File: config.mk
export PLATFORM = sky130hd
export DESIGN_NAME = wdw_supervisor
export DESIGN_NICKNAME = d
export VERILOG_FILES = /design/src/rtl/wdw_pkg.sv /design/src/rtl/wdw_svc_sync.sv /design/src/rtl/wdw_pwr_mon.sv /design/src/rtl/wdw_win_timer.sv /design/src/rtl/wdw_en_gate.sv /design/src/rtl/wdw_supervisor.sv
export SDC_FILE = /design/constraint.sdc
export NUM_CORES = 1
export LEC_CHECK = 0
export BUFFER_PORTS_ARGS = -buffer_cell sky130_fd_sc_hd__buf_4
export CORE_ASPECT_RATIO = 1.5
export CORE_UTILIZATION = 35
export CTS_BUF_LIST = sky130_fd_sc_hd__clkbuf_8 sky130_fd_sc_hd__clkbuf_16
export DETAILED_ROUTE_END_ITERATION = 7
export GPL_TIMING_DRIVEN = 0
export PLACE_DENSITY = 0.49
export SYNTH_ARGS = -nofsm -noshare
export SYNTH_HDL_FRONTEND = slang
export SYNTH_SLANG_ARGS = --single-unit
File: constraint.sdc
create_clock -name clk -period 2.2 [get_ports clk]
set_input_delay 0.55 -clock clk [delete_from_list [all_inputs] [get_ports clk]]
set_output_delay 0.55 -clock clk [all_outputs]
set_load 0.03 [all_outputs]
File: src/rtl/wdw_pkg.sv
package wdw_pkg;
  typedef enum logic [1:0] {
    WIN_CLOSED = 2'd0,
    WIN_OPEN   = 2'd1,
    WIN_PULSE  = 2'd2
  } win_state_e;

  typedef enum logic [1:0] {
    PWR_OFF = 2'd0,
    PWR_POR = 2'd1,
    PWR_RUN = 2'd2
  } pwr_state_e;
endpackage

File: src/rtl/wdw_svc_sync.sv
module wdw_svc_sync #(
  parameter int STAGES = 2
) (
  input  logic clk,
  input  logic rst_n,
  input  logic svc_n,
  output logic svc_fall
);
  // STAGES synchronizer flops plus one history flop for edge detection
  logic [STAGES:0] shreg;

  generate
    for (genvar i = 0; i <= STAGES; i++) begin : g_stage
      if (i == 0) begin : g_first
        always_ff @(posedge clk or negedge rst_n) begin
          if (!rst_n) shreg[0] <= 1'b1;
          else        shreg[0] <= svc_n;
        end
      end else begin : g_next
        always_ff @(posedge clk or negedge rst_n) begin
          if (!rst_n) shreg[i] <= 1'b1;
          else        shreg[i] <= shreg[i-1];
        end
      end
    end
  endgenerate

  assign svc_fall = shreg[STAGES] & ~shreg[STAGES-1];
endmodule

File: src/rtl/wdw_pwr_mon.sv
module wdw_pwr_mon
  import wdw_pkg::*;
#(
  parameter int POR_CYC = 1000,
  parameter int BOD_CYC = 64
) (
  input  logic clk,
  input  logic rst_n,
  input  logic pwr_ok,
  output logic run
);
  localparam int POR_W = (POR_CYC > 1) ? $clog2(POR_CYC) : 1;
  localparam int BOD_W = (BOD_CYC > 1) ? $clog2(BOD_CYC) : 1;
  localparam logic [POR_W-1:0] POR_LAST = POR_W'(POR_CYC - 1);
  localparam logic [BOD_W-1:0] BOD_LAST = BOD_W'(BOD_CYC - 1);

  pwr_state_e       state;
  logic [POR_W-1:0] por_cnt;
  logic [BOD_W-1:0] low_cnt;
  logic             brown;

  // brown-out once this edge would be the BOD_CYC-th consecutive low sample
  assign brown = ~pwr_ok & (low_cnt == BOD_LAST);

  always_ff @(posedge clk or negedge rst_n) begin
    if (!rst_n) begin
      low_cnt <= '0;
    end else if (pwr_ok) begin
      low_cnt <= '0;
    end else if (low_cnt != BOD_LAST) begin
      low_cnt <= low_cnt + 1'b1;
    end
  end

  always_ff @(posedge clk or negedge rst_n) begin
    if (!rst_n) begin
      state   <= PWR_OFF;
      por_cnt <= '0;
    end else begin
      unique case (state)
        PWR_OFF: begin
          por_cnt <= '0;
          if (pwr_ok) state <= PWR_POR;
        end
        PWR_POR: begin
          if (brown) begin
            state <= PWR_OFF;
          end else if (por_cnt == POR_LAST) begin
            state <= PWR_RUN;
          end else begin
            por_cnt <= por_cnt + 1'b1;
          end
        end
        PWR_RUN: begin
          if (brown) state <= PWR_OFF;
        end
        default: state <= PWR_OFF;
      endcase
    end
  end

  assign run = (state == PWR_RUN);
endmodule

File: src/rtl/wdw_win_timer.sv
module wdw_win_timer
  import wdw_pkg::*;
#(
  parameter int CW_CYC  = 4000,
  parameter int OW_CYC  = 4000,
  parameter int WDR_CYC = 200
) (
  input  logic clk,
  input  logic rst_n,
  input  logic run,
  input  logic svc_fall,
  output logic pulse_act,
  output logic good_svc
);
  localparam int MAX_CYC = (CW_CYC > OW_CYC) ?
                           ((CW_CYC > WDR_CYC) ? CW_CYC : WDR_CYC) :
                           ((OW_CYC > WDR_CYC) ? OW_CYC : WDR_CYC);
  localparam int CNT_W = (MAX_CYC > 1) ? $clog2(MAX_CYC) : 1;
  localparam logic [CNT_W-1:0] CW_LAST  = CNT_W'(CW_CYC - 1);
  localparam logic [CNT_W-1:0] OW_LAST  = CNT_W'(OW_CYC - 1);
  localparam logic [CNT_W-1:0] WDR_LAST = CNT_W'(WDR_CYC - 1);

  win_state_e       state;
  logic [CNT_W-1:0] cnt;

  assign good_svc  = run & (state == WIN_OPEN) & svc_fall;
  assign pulse_act = (state == WIN_PULSE);

  always_ff @(posedge clk or negedge rst_n) begin
    if (!rst_n) begin
      state <= WIN_CLOSED;
      cnt   <= '0;
    end else if (!run) begin
      state <= WIN_CLOSED;
      cnt   <= '0;
    end else begin
      unique case (state)
        WIN_CLOSED: begin
          if (svc_fall) begin
            state <= WIN_PULSE;
            cnt   <= '0;
          end else if (cnt == CW_LAST) begin
            state <= WIN_OPEN;
            cnt   <= '0;
          end else begin
            cnt <= cnt + 1'b1;
          end
        end
        WIN_OPEN: begin
          if (svc_fall) begin
            state <= WIN_CLOSED;
            cnt   <= '0;
          end else if (cnt == OW_LAST) begin
            state <= WIN_PULSE;
            cnt   <= '0;
          end else begin
            cnt <= cnt + 1'b1;
          end
        end
        WIN_PULSE: begin
          if (cnt == WDR_LAST) begin
            state <= WIN_CLOSED;
            cnt   <= '0;
          end else begin
            cnt <= cnt + 1'b1;
          end
        end
        default: begin
          state <= WIN_CLOSED;
          cnt   <= '0;
        end
      endcase
    end
  end
endmodule

File: src/rtl/wdw_en_gate.sv
module wdw_en_gate #(
  parameter int GOOD_NEED = 3
) (
  input  logic clk,
  input  logic rst_n,
  input  logic run,
  input  logic pulse_act,
  input  logic good_svc,
  output logic en_ok
);
  localparam int GW = $clog2(GOOD_NEED + 1);
  localparam logic [GW-1:0] NEED = GW'(GOOD_NEED);

  logic [GW-1:0] good_cnt;

  always_ff @(posedge clk or negedge rst_n) begin
    if (!rst_n) begin
      good_cnt <= '0;
    end else if (!run || pulse_act) begin
      good_cnt <= '0;
    end else if (good_svc && good_cnt != NEED) begin
      good_cnt <= good_cnt + 1'b1;
    end
  end

  assign en_ok = (good_cnt == NEED);
endmodule

File: src/rtl/wdw_supervisor.sv
module wdw_supervisor #(
  parameter int CW_CYC    = 4000,
  parameter int OW_CYC    = 4000,
  parameter int WDR_CYC   = 200,
  parameter int POR_CYC   = 1000,
  parameter int BOD_CYC   = 64,
  parameter int GOOD_NEED = 3,
  parameter int SYNC_STG  = 2
) (
  input  logic clk,
  input  logic rst_n,
  input  logic svc_n,
  input  logic pwr_ok,
  output logic res_n,
  output logic en_n
);
  logic svc_fall;
  logic run;
  logic pulse_act;
  logic good_svc;
  logic en_ok;

  wdw_svc_sync #(.STAGES(SYNC_STG)) u_sync (
    .clk      (clk),
    .rst_n    (rst_n),
    .svc_n    (svc_n),
    .svc_fall (svc_fall)
  );

  wdw_pwr_mon #(.POR_CYC(POR_CYC), .BOD_CYC(BOD_CYC)) u_pwr (
    .clk    (clk),
    .rst_n  (rst_n),
    .pwr_ok (pwr_ok),
    .run    (run)
  );

  wdw_win_timer #(.CW_CYC(CW_CYC), .OW_CYC(OW_CYC), .WDR_CYC(WDR_CYC)) u_tmr (
    .clk       (clk),
    .rst_n     (rst_n),
    .run       (run),
    .svc_fall  (svc_fall),
    .pulse_act (pulse_act),
    .good_svc  (good_svc)
  );

  wdw_en_gate #(.GOOD_NEED(GOOD_NEED)) u_en (
    .clk       (clk),
    .rst_n     (rst_n),
    .run       (run),
    .pulse_act (pulse_act),
    .good_svc  (good_svc),
    .en_ok     (en_ok)
  );

  assign res_n = run & ~pulse_act;
  assign en_n  = ~(en_ok & res_n);
endmodule

Yosys cells after proc, flatten, opt, wreduce, memory -nomap -nowiden

Cells that the tools add are included.

Register bits: 37
Word-level logic and storage cells: 78
Output and inout port bits: 2
Input bits: 4

Multiplexer cells: 24
$add $sub $neg: 4
Bitwise logic cells: 10
Reductions and logical operators: 12
Equality and inequality tests: 19

Operators with widths:

| operator              | number |
|---|---|
| $mux 12               | 4 |
| $mux 2                | 12 |
| $pmux 12 s2           | 1 |
| $mux 10               | 2 |
| $pmux 10 s2           | 1 |
| $add 12x1->12 const B | 1 |
| $eq 12x12->1 const B  | 1 |
| $eq 12x8->1 const B   | 1 |
| $mux 6                | 2 |
| $pmux 2 s3            | 2 |
| $add 10x1->10 const B | 1 |
| $eq 10x10->1 const B  | 1 |
| $reduce_and 3->1      | 3 |
| $ne 2x2->1 const B    | 4 |
| $add 6x1->6 const B   | 1 |
| $and 1x1->1           | 6 |
| $eq 2x2->1 const B    | 3 |
| $eq 6x6->1 const B    | 1 |
| $ne 6x6->1 const B    | 1 |
| $reduce_bool 2->1     | 3 |
| $eq 2x1->1 const B    | 2 |
| $logic_not 2->1       | 2 |
| $ne 4x2->1 const B    | 1 |
| $ne 4x3->1 const B    | 1 |
| other kinds (9)       | 12 |

Depth between registers and ports, before layout

Depth in word-level cells: 6
Mapped depth: 6
Depth with buffers taken out: 5

Hierarchy

Synthesis repeated with hierarchy kept, for this count alone.

Cells, all modules: 197
Area, all modules: 2011.9 sq um

By module, submodules not included:

| module         | area an instance (sq um) | sequential area each (sq um) | cells an instance | instances |
|---|---|---|---|---|
| wdw_pwr_mon    | 1029.7                   | 450.4                        | 106               | 1 |
| wdw_win_timer  | 760.7                    | 350.3                        | 75                | 1 |
| wdw_en_gate    | 115.1                    | 50.0                         | 10                | 1 |
| wdw_svc_sync   | 92.6                     | 78.8                         | 4                 | 1 |
| wdw_supervisor | 13.8                     | 0.0                          | 2                 | 1 |

Worst setup path before layout

No wires, ideal clock.

Path kind: register -> output
Start: register u_pwr.state[0]
End: output en_n
Data required time: 1.650 ns
Path slack: 0.244 ns
Arrival: 1.406 ns
Path buffers: 0
Cell stages (with the launch flop): 5
Path through: dfrtp_1 > nand2b_1 > or2_2 > inv_1 > nand2_1

Word-level cells in the longest chain between the ends: 4

RTL lines:

| what                   | RTL line             | source |
|---|---|---|
| from (decl)            | wdw_pwr_mon.sv:17    | `pwr_state_e state;` |
| from (signal assigned) | wdw_pwr_mon.sv:37    | `state <= PWR_OFF;` |
| from (signal assigned) | wdw_pwr_mon.sv:43    | `if (pwr_ok) state <= PWR_POR;` |
| from (signal assigned) | wdw_pwr_mon.sv:47    | `state <= PWR_OFF;` |
| $eq 2x2->1             | wdw_pwr_mon.sv:62    | `assign run = (state == PWR_RUN);` |
| $and 1x1->1            | wdw_supervisor.sv:55 | `assign res_n = run & ~pulse_act;` |
| via res_n              | wdw_supervisor.sv:14 | `output logic res_n,` |
| $and 1x1->1            | wdw_supervisor.sv:56 | `assign en_n = ~(en_ok & res_n);` |
| $not 1->1              | wdw_supervisor.sv:56 |  |
| to (decl)              | wdw_supervisor.sv:15 | `output logic en_n` |

The timed path passes the listed nets, and every way through them passes these cells.

Worst setup path after layout

Start: register u_pwr.state[0]
End: output en_n

Word-level cells in the longest chain between the ends: 4

RTL lines:

| what        | RTL line |
|---|---|
| $eq 2x2->1  | wdw_pwr_mon.sv:62 |
| $and 1x1->1 | wdw_supervisor.sv:55 |
| $and 1x1->1 | wdw_supervisor.sv:56 |
| $not 1->1   | wdw_supervisor.sv:56 |

Every way passes these cells.

==> results.json <==
{
  "status": "finished clean",
  "area_growth_syn_to_layout_pct": 12.3,
  "diodes": 0,
  "critical_path.top_delay_family": "simple AND/OR/NAND/NOR gates",
  "worst_pin_slew_ps": 601,
  "synth_edf_count": 0,
  "clock_latency_ps": 280,
  "htree_levels": 2,
  "yosys_warnings": 0,
  "cap_violations": 0,
  "grt_util_all_layers_pct": 15.4,
  "finalPower_mw": 1.66,
  "crit_fanout": 6,
  "rsz0062_at_grt": "no",
  "synth_flop_cell": "dfrtp_1",
  "internal-power_mw": 1.21,
  "crit_type": "register to primary output",
  "nets": 225,
  "hp-class": "input pin to asynchronous set/reset pin",
  "cp-start-kind": "register",
  "initial_utilization_pct": 36.9,
  "comb_power_share_pct": 15.1,
  "fmax_mhz": 477,
  "synthesis.instances": 206,
  "synth_common_cells": "34 x dfrtp_1, 24 x nor2_1, 23 x nand2_1, 17 x nand3_1, 11 x xnor2_1",
  "drtIter0Drc": 50,
  "fin_ws_ps": 103,
  "grt_antenna_before_repair": 0,
  "place_ws_ps": 190,
  "skew_ps": 2.16,
  "port_buffers": 4,
  "power_frac_clock_pct": 36.6,
  "cp.required_ps": 1650,
  "grt_overflow_total": 0,
  "synth_area_um2": 1940,
  "grt_max_degree": 38,
  "cpPeakStageDelay_ps": 440,
  "critPathBufInv": 2,
  "slew_violations": 0,
  "vdd_ir_drop_max_mv": 0.392,
  "synth_cell_types": 41,
  "finalSetupViolations": 0,
  "placed_area_um2": 2050,
  "fillerInstances": 530,
  "grt_pass1_wl_um": 7040,
  "yosysSeqAreaShare_pct": 48.0,
  "cp_cell_sequence": "nand2b_4 -> or2_2 -> inv_1 -> nand2_1 -> buf_4",
  "vias_per_cell": 5.25,
  "coreArea_um2": 5250,
  "setup_tns_ps": 0,
  "ios": 6,
  "via_count": 1502,
  "gp_congestion": 0.777,
  "hold_violations": 0,
  "crit_path_end_kind": "primary output",
  "synth.net_count": 214,
  "wl_um": 4010,
  "p_switching_uw": 447,
  "fp-row-count": 32,
  "cts_sinks": 37,
  "design_area_um2": 2180,
  "die_area_um2": 5840,
  "synth_most_common_cell": "dfrtp_1",
  "grt_pass1_vias": 1510,
  "post_cts_buffers": 0,
  "worstPathArrival_ps": 1550,
  "switching_share_pct": 26.9,
  "yosys.area.top_type": "dfrtp_1",
  "relSlewSlack_pct": 59.5,
  "slowest_stage": "dfrtp_1",
  "synth.ff_latch_count": 37,
  "p_per_area_nw_per_um2": 763,
  "drtAntennaViolNets": 0,
  "clkTransAtPathRegs_ps": 70,
  "place_hpwl_um": 2820,
  "holdBufCountCts": 0,
  "numCtsBuffers": 5,
  "ys_async_sr_fraction_pct": 100,
  "avgSynthCellArea_um2": 9.40,
  "synth.top_cell.area_share_pct": 43.9,
  "synth_area_leaders": "dfrtp_1 44%, xnor2_1 5.0%, nor2_1 4.7%",
  "clk_path_buf_depth": 2,
  "fp.dieH_um": 93.1,
  "power.leakage_nw": 0.895,
  "min_period_ps": 2100,
  "die_w_um": 62.7,
  "drt-wirelength-per-cell_um": 14.0,
  "clockRootBuffer": "clkbuf_8",
  "firstDrtPassIters": 4,
  "p_seq_share_pct": 48.3,
  "drc": 0,
  "layout-drive-gt1-share_pct": 9.17,
  "fin_crit_sh_pct": 95.3,
  "cts_tree": "built"
}
==> power by group through the flow <==
stage | combinational [mW] | clock (mW) | sequential, mW
after floorplan | 0.188 | 0 | 0.795
after global placement | 0.236 | 0 | 0.808
after detailed placement | 0.253 | 0 | 0.809
after CTS | 0.252 | 0.634 | 0.798
after global routing | 0.291 | 0.658 | 0.812
final | 0.251 | 0.607 | 0.802
==> kinds of logic (layout without fill, tap and decap cells) <==
logic type / after synthesis / in the layout / synth area share, %
compound gates: 32 / 32 / 12.0
xor+xnor: 13 / 13 / 5.88
fa+ha+maj: 4 / 4 / 2.58
buf+inv: 12 / 24 / 2.71
flops: 37 / 37 / 48.0
mux: 1 / 1 / 0.517
simple gates: 107 / 107 / 28.3
==> state kept, by name, indices dropped and copies added, names as in the netlist <==
signal	cells
u_tmr.cnt	12
u_pwr.low_cnt	6
u_pwr.por_cnt	10
u_pwr.state	2
u_en.good_cnt	2
u_sync.shreg	3
u_tmr.state	2
==> layout make-up <==
class | count | area [um2] | area share [%]
Multi-Input combinational cell | 157 | 962 | 44.2
Tap cell | 68 | 85.1 | 3.91
Buffer | 7 | 33.8 | 1.55
Timing Repair Buffer | 4 | 30.0 | 1.38
Inverter | 5 | 18.8 | 0.863
Clock buffer | 6 | 82.6 | 3.80
Clock inverter | 2 | 33.8 | 1.55
Sequential cell | 37 | 930 | 42.7
==> final timing paths <==
path	to	slack [ps]	cells past startpoint	startpoint
min in group clk	u_sync.shreg[1]	360	0	u_sync.shreg[0]
min	u_tmr.state[0]	220	1	rst_n
max reg2reg	u_tmr.cnt[8]	190	5	u_tmr.cnt[8]
max in group asynchronous	u_sync.shreg[0]	1630	1	rst_n
min reg2reg	u_sync.shreg[1]	360	0	u_sync.shreg[0]
max	en_n	100	5	u_pwr.state[0]
==> stage by stage <==
stage | cells | utilization [%] | hold WS, ps
after floorplan | 206 | - | 254
after global placement | 278 | 39.1 | 347
after detailed placement | 278 | 39.1 | 347
after CTS | 286 | 41.4 | 235
after global routing | 286 | 41.5 | 254
final | 286 | 41.5 | 221
==> worst reg2reg max path: stages (launching register included) <==
cell	delay [ps]
dfrtp_1	420
or4_1	520
or4_4	520
a2bb2oi_2	210
buf_6	170
nor2_1	60
==> timing repair <==
item	in CTS	in global routing
pin swaps	0	0
endpoints found under the hold margin	0	0
gates resized for setup	1	1
setup endpoints to repair	1	1
==> per-layer routing <==
metal	GRT usage, %	wire length [um]	up-vias
met5	0	0	-
met4	6.20	65	0
met3	2.56	60	6
met2	28.4	2100	8
met1	17.4	1780	728
li1	-	-	760
==> cell usage in the layout, fill, tap and decap left out, drive strengths merged, types with 6 or more instances in the layout <==
| master | synthesis | layout |
|---|---|---|
| nand2 | 23 | 23 |
| a21oi | 7 | 7 |
| xnor2 | 11 | 11 |
| inv | 5 | 6 |
| dfrtp | 34 | 34 |
| nor3 | 6 | 6 |
| nand3 | 17 | 17 |
| nor2 | 24 | 24 |
| clkbuf | 6 | 12 |
Note: power is estimated with default switching activity, not from simulation.
